===== config.mk =====
export PLATFORM = sky130hd
export DESIGN_NAME = pci_rd_cmd_sel
export DESIGN_NICKNAME = d
export VERILOG_FILES = /design/src/rtl/pci_rdsel_pkg.sv /design/src/rtl/pci_rdsel_burst_cap.sv /design/src/rtl/pci_rdsel_line_chk.sv /design/src/rtl/pci_rdsel_decide.sv /design/src/rtl/pci_rdsel_out_reg.sv /design/src/rtl/pci_rd_cmd_sel.sv
export SDC_FILE = /design/constraint.sdc
export NUM_CORES = 1
export LEC_CHECK = 0
export CELL_PAD_IN_SITES_DETAIL_PLACEMENT = 0
export CELL_PAD_IN_SITES_GLOBAL_PLACEMENT = 2
export CORE_MARGIN = 3
export CORE_UTILIZATION = 27
export DETAILED_ROUTE_END_ITERATION = 16
export PLACE_DENSITY = 0.9
export RECOVER_POWER = 50
export SKIP_CTS_REPAIR_TIMING = 1
export SYNTH_ARGS = -nofsm -noshare
export SYNTH_HDL_FRONTEND = slang
export SYNTH_SLANG_ARGS = --single-unit

===== constraint.sdc =====
create_clock -name clk -period 1.5 [get_ports clk]
set_input_delay 0.15 -clock clk [delete_from_list [all_inputs] [get_ports clk]]
set_output_delay 0.15 -clock clk [all_outputs]
set_load 0.005 [all_outputs]

===== src/rtl/pci_rdsel_pkg.sv =====
package pci_rdsel_pkg;

   typedef enum logic [3:0] {
      CMD_MEM_RD      = 4'b0110,
      CMD_MEM_RD_LINE = 4'b1110,
      CMD_MEM_RD_MULT = 4'b1100
   } pci_rd_cmd_e;

endpackage


===== src/rtl/pci_rdsel_burst_cap.sv =====
module pci_rdsel_burst_cap #(
   parameter int CODE_W  = 3,
   parameter int MAX_LOG = 8,
   parameter bit EXT_EN  = 1'b1,
   localparam int LOGW   = $clog2(MAX_LOG + 1),
   localparam int LEN_W  = MAX_LOG + 1
) (
   input  logic              clk,
   input  logic              rst_n,
   input  logic [CODE_W-1:0] code,
   input  logic              ext,
   output logic [LOGW-1:0]   cap_log,
   output logic [LEN_W-1:0]  cap_dw
);

   logic [CODE_W:0] k;

   generate
      if (EXT_EN) begin : g_ext
         assign k = {ext, code};
      end else begin : g_noext
         logic unused_ext;
         assign unused_ext = ext;
         assign k = {1'b0, code};
      end
   endgenerate

   always_comb begin
      int kk;
      kk = int'(k) + 1;
      if (kk > MAX_LOG) kk = MAX_LOG;
      cap_log = LOGW'(kk);
   end

   assign cap_dw = LEN_W'(1) << cap_log;

   assert_cap_pow2_R5: assert property (@(posedge clk) disable iff (!rst_n)
      $countones(cap_dw) == 1 && cap_dw >= LEN_W'(2));

endmodule


===== src/rtl/pci_rdsel_line_chk.sv =====
module pci_rdsel_line_chk #(
   parameter int CLS_W        = 8,
   parameter int LINE_MIN_LOG = 1,
   parameter int LINE_MAX_LOG = 7,
   parameter int LOGW         = 4
) (
   input  logic             clk,
   input  logic             rst_n,
   input  logic [CLS_W-1:0] line_dw,
   input  logic [LOGW-1:0]  cap_log,
   output logic             legal,
   output logic [LOGW-1:0]  line_log
);

   generate
      if (LINE_MAX_LOG >= CLS_W) begin : g_bad_w
         $error("line size field too narrow for largest legal line");
      end
   endgenerate

   logic [LINE_MAX_LOG:LINE_MIN_LOG] hit;

   genvar gi;
   generate
      for (gi = LINE_MIN_LOG; gi <= LINE_MAX_LOG; gi++) begin : g_hit
         assign hit[gi] = (line_dw == CLS_W'(1 << gi));
      end
   endgenerate

   always_comb begin
      line_log = '0;
      for (int i = LINE_MIN_LOG; i <= LINE_MAX_LOG; i++) begin
         if (hit[i]) line_log = LOGW'(i);
      end
   end

   assign legal = (|hit) && (line_log <= cap_log);

   assert_legal_size_R4: assert property (@(posedge clk) disable iff (!rst_n)
      legal |-> ($countones(line_dw) == 1 &&
                 line_dw >= CLS_W'(1 << LINE_MIN_LOG) &&
                 line_dw <= CLS_W'(1 << LINE_MAX_LOG)));

endmodule


===== src/rtl/pci_rdsel_decide.sv =====
module pci_rdsel_decide
   import pci_rdsel_pkg::*;
#(
   parameter int ADDR_W  = 32,
   parameter int REM_W   = 16,
   parameter int MAX_LOG = 8,
   localparam int LOGW   = $clog2(MAX_LOG + 1),
   localparam int LEN_W  = MAX_LOG + 1,
   localparam int CW     = REM_W + 1
) (
   input  logic              clk,
   input  logic              rst_n,
   input  logic              line_en,
   input  logic              mult_en,
   input  logic              rdline_en,
   input  logic              fetch,
   input  logic [ADDR_W-1:0] addr,
   input  logic [REM_W-1:0]  bytes_left,
   input  logic              legal,
   input  logic [LOGW-1:0]   line_log,
   input  logic [LEN_W-1:0]  cap_dw,
   output pci_rd_cmd_e       cmd,
   output logic [LEN_W-1:0]  len
);

   generate
      if (ADDR_W < CW + 2) begin : g_bad_addr
         $error("address too narrow for remaining-count width");
      end
      if (CW < LEN_W) begin : g_bad_len
         $error("remaining-count width below length width");
      end
   endgenerate

   function automatic logic [CW-1:0] mn(input logic [CW-1:0] a, input logic [CW-1:0] b);
      return (a < b) ? a : b;
   endfunction

   logic [REM_W+1:0] bytes_rnd;
   logic [CW-1:0]    rem_dw, line_w, mask, off, to_bnd, cap_w;
   logic             aligned, mult_ok, line_ok;
   logic [CW-1:0]    mult_len, line_len, plain_len;

   assign bytes_rnd = {2'b00, bytes_left} + (REM_W+2)'(3);
   assign rem_dw    = {1'b0, bytes_rnd[REM_W+1:2]};
   assign line_w    = CW'(1) << line_log;
   assign mask      = line_w - CW'(1);
   assign off       = addr[CW+1:2] & mask;
   assign to_bnd    = line_w - off;
   assign cap_w     = {{(CW-LEN_W){1'b0}}, cap_dw};
   assign aligned   = (off == '0) && (addr[1:0] == 2'b00);

   assign mult_ok = line_en && mult_en && !fetch && legal && aligned &&
                    (rem_dw >= (line_w << 1));
   assign line_ok = line_en && rdline_en && legal;

   assign mult_len  = mn(cap_w, rem_dw & ~mask);
   assign line_len  = mn(mn(to_bnd, rem_dw), cap_w);
   assign plain_len = mn(cap_w, rem_dw);

   always_comb begin
      if (mult_ok) begin
         cmd = CMD_MEM_RD_MULT;
         len = mult_len[LEN_W-1:0];
      end else if (line_ok) begin
         cmd = CMD_MEM_RD_LINE;
         len = line_len[LEN_W-1:0];
      end else begin
         cmd = CMD_MEM_RD;
         len = plain_len[LEN_W-1:0];
      end
   end

   assert_mult_enables_R2: assert property (@(posedge clk) disable iff (!rst_n)
      (cmd == CMD_MEM_RD_MULT) |-> (line_en && mult_en));
   assert_fetch_no_mult_R3: assert property (@(posedge clk) disable iff (!rst_n)
      fetch |-> (cmd != CMD_MEM_RD_MULT));
   assert_mult_len_R8: assert property (@(posedge clk) disable iff (!rst_n)
      (cmd == CMD_MEM_RD_MULT) |-> (len <= cap_dw && CW'(len) >= line_w));
   assert_len_capped_R10: assert property (@(posedge clk) disable iff (!rst_n)
      len <= cap_dw);

endmodule


===== src/rtl/pci_rdsel_out_reg.sv =====
module pci_rdsel_out_reg
   import pci_rdsel_pkg::*;
#(
   parameter int LEN_W = 9
) (
   input  logic             clk,
   input  logic             rst_n,
   input  logic             in_valid,
   output logic             in_ready,
   input  pci_rd_cmd_e      in_cmd,
   input  logic [LEN_W-1:0] in_len,
   output logic             out_valid,
   input  logic             out_ready,
   output logic [3:0]       out_cmd,
   output logic [LEN_W-1:0] out_len
);

   logic accept;

   assign in_ready = !out_valid || out_ready;
   assign accept   = in_valid && in_ready;

   always_ff @(posedge clk or negedge rst_n) begin
      if (!rst_n) begin
         out_valid <= 1'b0;
         out_cmd   <= 4'(CMD_MEM_RD);
         out_len   <= '0;
      end else begin
         if (accept) begin
            out_valid <= 1'b1;
            out_cmd   <= 4'(in_cmd);
            out_len   <= in_len;
         end else if (out_ready) begin
            out_valid <= 1'b0;
         end
      end
   end

   assert_accept_valid_R1: assert property (@(posedge clk) disable iff (!rst_n)
      accept |=> out_valid);
   assert_cmd_code_R1: assert property (@(posedge clk) disable iff (!rst_n)
      out_valid |-> (out_cmd == 4'b0110 || out_cmd == 4'b1110 || out_cmd == 4'b1100));
   assert_hold_R11: assert property (@(posedge clk) disable iff (!rst_n)
      (out_valid && !out_ready) |=> (out_valid && $stable(out_cmd) && $stable(out_len)));

endmodule


===== src/rtl/pci_rd_cmd_sel.sv =====
module pci_rd_cmd_sel
   import pci_rdsel_pkg::*;
#(
   parameter int ADDR_W       = 32,
   parameter int REM_W        = 16,
   parameter int CLS_W        = 8,
   parameter int CODE_W       = 3,
   parameter int MAX_LOG      = 8,
   parameter int LINE_MIN_LOG = 1,
   parameter int LINE_MAX_LOG = 7,
   parameter bit EXT_EN       = 1'b1,
   localparam int LOGW        = $clog2(MAX_LOG + 1),
   localparam int LEN_W       = MAX_LOG + 1
) (
   input  logic              clk,
   input  logic              rst_n,
   input  logic              req_valid,
   output logic              req_ready,
   input  logic              cfg_line_en,
   input  logic              cfg_mult_en,
   input  logic              cfg_rdline_en,
   input  logic              req_fetch,
   input  logic [CLS_W-1:0]  cfg_line_dw,
   input  logic [CODE_W-1:0] cfg_burst_code,
   input  logic              cfg_burst_ext,
   input  logic [ADDR_W-1:0] req_addr,
   input  logic [REM_W-1:0]  req_bytes,
   output logic              rsp_valid,
   input  logic              rsp_ready,
   output logic [3:0]        rsp_cmd,
   output logic [LEN_W-1:0]  rsp_len
);

   generate
      if (MAX_LOG < LINE_MAX_LOG) begin : g_bad_cap
         $error("burst cap cannot reach the largest legal line");
      end
   endgenerate

   logic [LOGW-1:0]  cap_log, line_log;
   logic [LEN_W-1:0] cap_dw, nxt_len;
   logic             legal;
   pci_rd_cmd_e      nxt_cmd;

   pci_rdsel_burst_cap #(
      .CODE_W (CODE_W), .MAX_LOG (MAX_LOG), .EXT_EN (EXT_EN)
   ) u_cap (
      .clk (clk), .rst_n (rst_n), .code (cfg_burst_code), .ext (cfg_burst_ext),
      .cap_log (cap_log), .cap_dw (cap_dw)
   );

   pci_rdsel_line_chk #(
      .CLS_W (CLS_W), .LINE_MIN_LOG (LINE_MIN_LOG),
      .LINE_MAX_LOG (LINE_MAX_LOG), .LOGW (LOGW)
   ) u_line (
      .clk (clk), .rst_n (rst_n), .line_dw (cfg_line_dw), .cap_log (cap_log),
      .legal (legal), .line_log (line_log)
   );

   pci_rdsel_decide #(
      .ADDR_W (ADDR_W), .REM_W (REM_W), .MAX_LOG (MAX_LOG)
   ) u_dec (
      .clk (clk), .rst_n (rst_n), .line_en (cfg_line_en), .mult_en (cfg_mult_en),
      .rdline_en (cfg_rdline_en), .fetch (req_fetch), .addr (req_addr),
      .bytes_left (req_bytes), .legal (legal), .line_log (line_log),
      .cap_dw (cap_dw), .cmd (nxt_cmd), .len (nxt_len)
   );

   pci_rdsel_out_reg #(
      .LEN_W (LEN_W)
   ) u_out (
      .clk (clk), .rst_n (rst_n), .in_valid (req_valid), .in_ready (req_ready),
      .in_cmd (nxt_cmd), .in_len (nxt_len), .out_valid (rsp_valid),
      .out_ready (rsp_ready), .out_cmd (rsp_cmd), .out_len (rsp_len)
   );

endmodule


Word-level counts from Yosys, hierarchy flattened

Cells that the tools add are included.

Register bits after elaboration: 14
Logic and storage cells: 61

Bitwise logic cells: 3
$lt $le $gt $ge: 7
Reduce and logical (&&, ||, !) cells: 17
Muxes and demuxes: 18
$add $sub $neg: 4
Equal/unequal tests: 7
Shift operators: 2

Operators with widths:

| kind                    | number |
|---|---|
| $mux W9                 | 5 |
| $add A16 B2 Y17 const B | 1 |
| $and A15 B17 Y17        | 1 |
| $and A17 B17 Y17        | 1 |
| $ge A15 B17 Y1          | 1 |
| $logic_not A17 Y1       | 1 |
| $lt A17 B15 Y1          | 1 |
| $lt A17 B9 Y1           | 1 |
| $lt A9 B17 Y1           | 1 |
| $mux W17                | 1 |
| $not A17 Y17            | 1 |
| $shl A1 B3 Y17 const A  | 1 |
| $sub A17 B1 Y17 const B | 1 |
| $sub A17 B17 Y17        | 1 |
| $lt A9 B15 Y1           | 1 |
| $mux W3                 | 4 |
| $mux W4                 | 3 |
| $logic_and A1 B1 Y1     | 10 |
| $shl A1 B4 Y9 const A   | 1 |
| $eq A8 B2 Y1 const B    | 1 |
| $eq A8 B3 Y1 const B    | 1 |
| $eq A8 B4 Y1 const B    | 1 |
| $eq A8 B5 Y1 const B    | 1 |
| $eq A8 B6 Y1 const B    | 1 |
| other kinds (12)        | 16 |

Depth between registers and ports, before layout

Word-level depth: 18
Gate-level depth with buffers: 36
Mapped depth without buffers: 33

By module

Synthesis repeated with hierarchy kept, for this count alone.

Cells, all modules: 663
Area, all modules: 5077.4 um^2

Modules (own cells, without submodules):

| module              | cells an instance | seq. area each (um^2) | times used | area each (um^2) |
|---|---|---|---|---|
| pci_rdsel_decide    | 560               | 0.0                   | 1          | 3972.6 |
| pci_rdsel_out_reg   | 31                | 352.8                 | 1          | 589.3 |
| pci_rdsel_line_chk  | 36                | 0.0                   | 1          | 262.8 |
| pci_rdsel_burst_cap | 36                | 0.0                   | 1          | 252.7 |

Worst setup path before layout

No wires, ideal clock.

Path type: input-to-reg
Start point: in cfg_line_dw[6]
End point: reg u_out.out_len[6]
Path slack: -5226 ps
Data required time: 1375 ps
Arrival time: 6601 ps
Path buffers: 3
Setup time: 125 ps
Stages: 34
Cells stage by stage: buf_2 -> xor2_1 -> a221oi_2 -> o21ai_1 -> or2_1 -> ha_1 -> nand2b_1 -> ha_1 -> nor2b_1 -> o21ai_0 -> nor2b_1 -> o21ai_0 -> a221o_1 -> a21oi_1 -> xnor2_1 -> ha_1 -> nand4_1 -> nor2_1 -> o21a_1 -> o41a_1 -> nor3_4 -> nand3_2 -> a211oi_2 -> clkbuf_1 -> o21ai_0 -> ha_1 -> a21o_1 -> a21o_1 -> a21oi_1 -> o21ai_0 -> a211o_1 -> buf_6 -> mux2i_1 -> o21ai_1

Word-level cells in the longest chain between the ends: 18

Ends and longest elaborated chain:

| element              | RTL line                 | source |
|---|---|---|
| from (decl)          | pci_rd_cmd_sel.sv:23     | `input logic [CLS_W-1:0] cfg_line_dw,` |
| $eq A8 B2 Y1         | pci_rdsel_line_chk.sv:26 | `assign hit[gi] = (line_dw == CLS_W'(1 << gi));` |
| $mux W1              | pci_rdsel_line_chk.sv:33 | `if (hit[i]) line_log = LOGW'(i);` |
| $mux W2 (2 in a row) | pci_rdsel_line_chk.sv:33 |  |
| $mux W3 (4 in a row) | pci_rdsel_line_chk.sv:33 |  |
| $shl A1 B3 Y17       | pci_rdsel_decide.sv:46   | `assign line_w = CW'(1) << line_log;` |
| $sub A17 B1 Y17      | pci_rdsel_decide.sv:47   | `assign mask = line_w - CW'(1);` |
| $and A17 B17 Y17     | pci_rdsel_decide.sv:48   | `assign off = addr[CW+1:2] & mask;` |
| $sub A17 B17 Y17     | pci_rdsel_decide.sv:49   | `assign to_bnd = line_w - off;` |
| $lt A17 B15 Y1       | pci_rdsel_decide.sv:36   | `return (a < b) ? a : b;` |
| $mux W17             | pci_rdsel_decide.sv:36   |  |
| $lt A17 B9 Y1        | pci_rdsel_decide.sv:36   |  |
| $mux W9              | pci_rdsel_decide.sv:36   |  |
| $mux W9              | pci_rdsel_decide.sv:65   | `end else if (line_ok) begin` |
| $mux W9 *            | pci_rdsel_decide.sv:62   | `if (mult_ok) begin` |
| to (signal assigned) | pci_rdsel_out_reg.sv:32  | `out_len <= in_len;` |
| to (decl)            | pci_rdsel_out_reg.sv:15  | `output logic [LEN_W-1:0] out_len` |

Every way passes the cells marked *; elsewhere a longest branch is shown, timed or not.
A chain may end at the register's enable or synchronous reset.

Worst setup path after layout

Start point: in cfg_line_dw[1]
End point: reg u_out.out_len[2]

Same word-level chain as after synthesis.

==> qor.log <==
qor: floorplan.die-width 125 um
qor: sta.fraction_of_the_cycle_the_final_worst_path_needs 429%
qor: logic_synthesis.ys.warnings.count 0
qor: layout.diodes 0
qor: layout.fill_cells 1285
qor: pwr.seqPwrFrac 10.9%
qor: grt.grt_first_pass_wirelength 24.2 mm
qor: layout.final_cell_mix sky130_fd_sc_hd__buf_4 (211), sky130_fd_sc_hd__nand2_1 (51), sky130_fd_sc_hd__ha_1 (50)
qor: pwr.switchingPower 1.33 mW
qor: sta.rsz_0062_raised_after_global_routing true
qor: critical_path.worst-endpoint-arrival 6550 ps
qor: sta.max_freq 0.155 GHz
qor: grt.grt_max_degree 19
qor: layout.layout_commonest_cell sky130_fd_sc_hd__buf_4
qor: detailed_routing.detailedRoute.firstPassIterationCount 4
qor: sta.layout_setup_ws -4930 ps
qor: critical_path.critical_path.endpoint_type flop
qor: floorplan.chipHeight 125 um
qor: clock_network.clockRootBuffer sky130_fd_sc_hd__clkbuf_16
qor: pwr.combinationalPowerShare 74.6%
qor: logic_synthesis.postSynthCellCount 516
qor: detailed_routing.m1WireLength 6.81 mm
qor: logic_synthesis.post_synth.cell_area_avg 7.45 um^2
qor: detailed_routing.length_of_routed_met3_wiring 760 um
qor: clock_network.number_of_buffers_created_by_cts 3
qor: critical_path.worst_setup_path_start_kind primary input
qor: pwr.vdd_drop_max 300 uV
qor: logic_synthesis.synth_top_cell_by_area sky130_fd_sc_hd__ha_1
qor: sta.max_slew_margin 44.4%
qor: detailed_routing.antenna_left 0
qor: sta.drv_slew 0
qor: floorplan.fp.dieArea 15700 um^2
qor: grt.globalRouteOverflowTotal 0
qor: logic_synthesis.synth.distinct_cells 75
qor: place.io_buffer_count 64
qor: floorplan.rows 42
qor: pwr.power.static_leakage 3.34 nW
qor: critical_path.worst_path_max_delay_cell sky130_fd_sc_hd__o41a_1
qor: place.gp_congestion 0.981
qor: place.dp.cells 945
qor: detailed_routing.num_vias 4969
qor: critical_path.critical_path_required 1620 ps
qor: sta.clock_skew 2.51 ps
qor: logic_synthesis.synthesis.nets 643
qor: status.violations_in_the_final_reports setup timing
qor: place.detailedPlacementHpwl 13.2 mm
qor: layout.fin_area 6940 um^2
qor: run.timing.max_cap.violations 0
qor: layout.regArea 302 um^2
qor: logic_synthesis.number_of_synthesized_flops_with_an_enable_pin 0
qor: detailed_routing.viasPerCell 5.14
qor: detailed_routing.finalWirelength 15.8 mm
qor: pwr.power_density 486 nW/um^2
qor: clock_network.insertion_delay 240 ps
qor: clock_network.ctsHtreeMaxLevel 1
qor: floorplan.ios 83
qor: logic_synthesis.ys.flop_type sky130_fd_sc_hd__dfrtp_1
qor: critical_path.worst-path-max-fanout 8
qor: grt.number_of_antenna_violations_at_the_first_check_in_global_routing 0
qor: sta.worst-slew-pin-transition 834 ps
qor: sta.number_of_failing_setup_endpoints_in_the_final_timing_report 11
qor: detailed_routing.drcViolationCount 0
qor: place.preCtsSetupSlack -5680 ps
qor: pwr.power_switching_share 39.4%
qor: logic_synthesis.synth_sequential_area_ratio 7.85%
qor: layout.multiInputGateArea 3880 um^2
qor: sta.timing.setup.tns -46790 ps
qor: detailed_routing.first_iter_violations 293
qor: floorplan.core_region_area 13600 um^2
qor: logic_synthesis.synth.top_cell.area_share 18.9%
qor: layout.nets 918
qor: logic_synthesis.synth.cell_area 3840 um^2
qor: detailed_routing.wire_per_inst 16.3 um
qor: floorplan.initial_core_util 28.3%
qor: pwr.total_power 3.37 mW
qor: logic_synthesis.synthArstFlopShare 100%
qor: sta.post_layout_min_period 6430 ps
qor: status.status finished with violations
qor: layout.post_route_non_filler_standard_cell_count 966
qor: clock_network.tritoncts_clock_tree yes
qor: detailed_routing.maxUsedRoutingLayer met4
qor: place.dpl-instance-area 6350 um^2
qor: critical_path.timing.critical_path.slowest_cell_delay 450 ps
qor: logic_synthesis.synth_area_leaders sky130_fd_sc_hd__ha_1 (19%), sky130_fd_sc_hd__dfrtp_1 (7.2%), sky130_fd_sc_hd__nand2_1 (5.1%), sky130_fd_sc_hd__mux2i_1 (4.7%), sky130_fd_sc_hd__a21oi_1 (4.2%)
qor: clock_network.cts.path.max_buffers 2
qor: grt.number_of_global_route_vias_before_repair 4976
qor: layout.area.growth.synth_to_final 80.5%
qor: detailed_routing.met2_length 7.55 mm
qor: min_path.hold_path_class primary input to asynchronous set/reset pin
qor: critical_path.crit_type primary input to flop
qor: grt.gr-usage-all-layers 18.4%
qor: pwr.p_clk_share 14.5%
qor: clock_network.clkSinkCount 12
qor: pwr.power_report.internal_total 2.04 mW
qor: logic_synthesis.synth-seq-cells 12
qor: clock_network.clkTransAtPathRegs 40 ps
qor: layout.layout-drive-gt1-share 42.0%
qor: sta.report.final.hold_viol_count 0
## path summary, 6_finish.rpt
path / from / to / slack [ps] / depth (start not counted)
hold / removal: rst_n / u_out.out_len[3] / 340 / 1
max in group asynchronous: rst_n / u_out.out_cmd[1] / 790 / 1
min in group clk: u_out.out_len[3] / u_out.out_len[3] / 500 / 2
setup / recovery: cfg_line_dw[1] / u_out.out_len[2] / -4930 / 33
setup reg to reg: u_out.out_valid / u_out.out_len[1] / 220 / 6
hold reg to reg: u_out.out_len[3] / u_out.out_len[3] / 500 / 2
## power groups by stage
stage / combinational [mW] / sequential, mW / clock (mW)
floorplan: 1.13 / 0.371 / 0
global placement: 2.10 / 0.370 / 0
detailed placement: 2.16 / 0.371 / 0
CTS: 2.17 / 0.367 / 0.501
global route: 2.71 / 0.370 / 0.520
finish: 2.51 / 0.367 / 0.488
## stage by stage
| stage | utilization, % | hold WS, ps |
|---|---|---|
| final | 51.2 | 339 |
| after global routing | 51.2 | 382 |
| after CTS | 47.4 | 285 |
| after detailed placement | 46.8 | 494 |
| after global placement | 46.8 | 495 |
| after floorplan | - | -146 |
## area by class of cell
cell class | instances | share of cell area [%]
Clock buffer | 4 | 1.14
Inverter | 29 | 1.57
Multi-Input combinational cell | 461 | 55.9
Sequential cell | 12 | 4.35
Tap cell | 176 | 3.17
Timing Repair Buffer | 284 | 33.9
## metal layers
| layer | global-route usage, % | vias to the layer above |
|---|---|---|
| li1 | - | 2460 |
| met2 | 31.9 | 166 |
| met3 | 1.92 | 46 |
| met1 | 23.5 | 2297 |
| met4 | 7.02 | 0 |
| met5 | 0 | - |
## critical path, delay by kind of cell
family / cells / cell delay (ps)
simple gates: 8 / 1250
mux: 2 / 510
buf+inv: 2 / 320
xor+xnor: 2 / 330
fa+ha+maj: 4 / 1000
compound gates: 15 / 2990
## registers in the layout, indices dropped and copies added (netlist names)
register and flops:
u_out.out_len 9, u_out.out_cmd 2, u_out.out_valid 1
## cells in the mapped netlist (4+ instances only)
cell,instances
sky130_fd_sc_hd__inv_1,28
sky130_fd_sc_hd__o21ai_0,28
sky130_fd_sc_hd__nor2_1,41
sky130_fd_sc_hd__nor4_1,4
sky130_fd_sc_hd__o22ai_1,11
sky130_fd_sc_hd__mux2i_1,18
sky130_fd_sc_hd__o21a_1,5
sky130_fd_sc_hd__mux2_1,4
sky130_fd_sc_hd__xor2_1,13
sky130_fd_sc_hd__o21ai_1,10
sky130_fd_sc_hd__xnor2_1,15
sky130_fd_sc_hd__nand2b_1,22
sky130_fd_sc_hd__nand4_1,11
sky130_fd_sc_hd__a21oi_1,32
sky130_fd_sc_hd__and3_1,7
sky130_fd_sc_hd__o31ai_1,4
sky130_fd_sc_hd__nand4b_1,5
sky130_fd_sc_hd__o211ai_1,5
sky130_fd_sc_hd__a21o_1,13
sky130_fd_sc_hd__nor2b_1,5
sky130_fd_sc_hd__nand2_1,52
sky130_fd_sc_hd__a31oi_1,4
sky130_fd_sc_hd__nor3_1,4
sky130_fd_sc_hd__dfrtp_1,11
sky130_fd_sc_hd__ha_1,58
sky130_fd_sc_hd__clkbuf_1,7
sky130_fd_sc_hd__mux2_2,9
sky130_fd_sc_hd__buf_2,4
sky130_fd_sc_hd__nand3_1,16
## kinds of logic after synthesis
kind of cell / count (synthesis) / share of synthesized area (%)
compound gates: 142 / 24.9
other cells: 2 / 0.195
buf+inv: 44 / 4.82
fa+ha+maj: 59 / 19.4
flops: 12 / 7.85
xor+xnor: 28 / 6.38
mux: 32 / 8.89
simple gates: 197 / 27.5
Power figures use the tool's default switching activity.
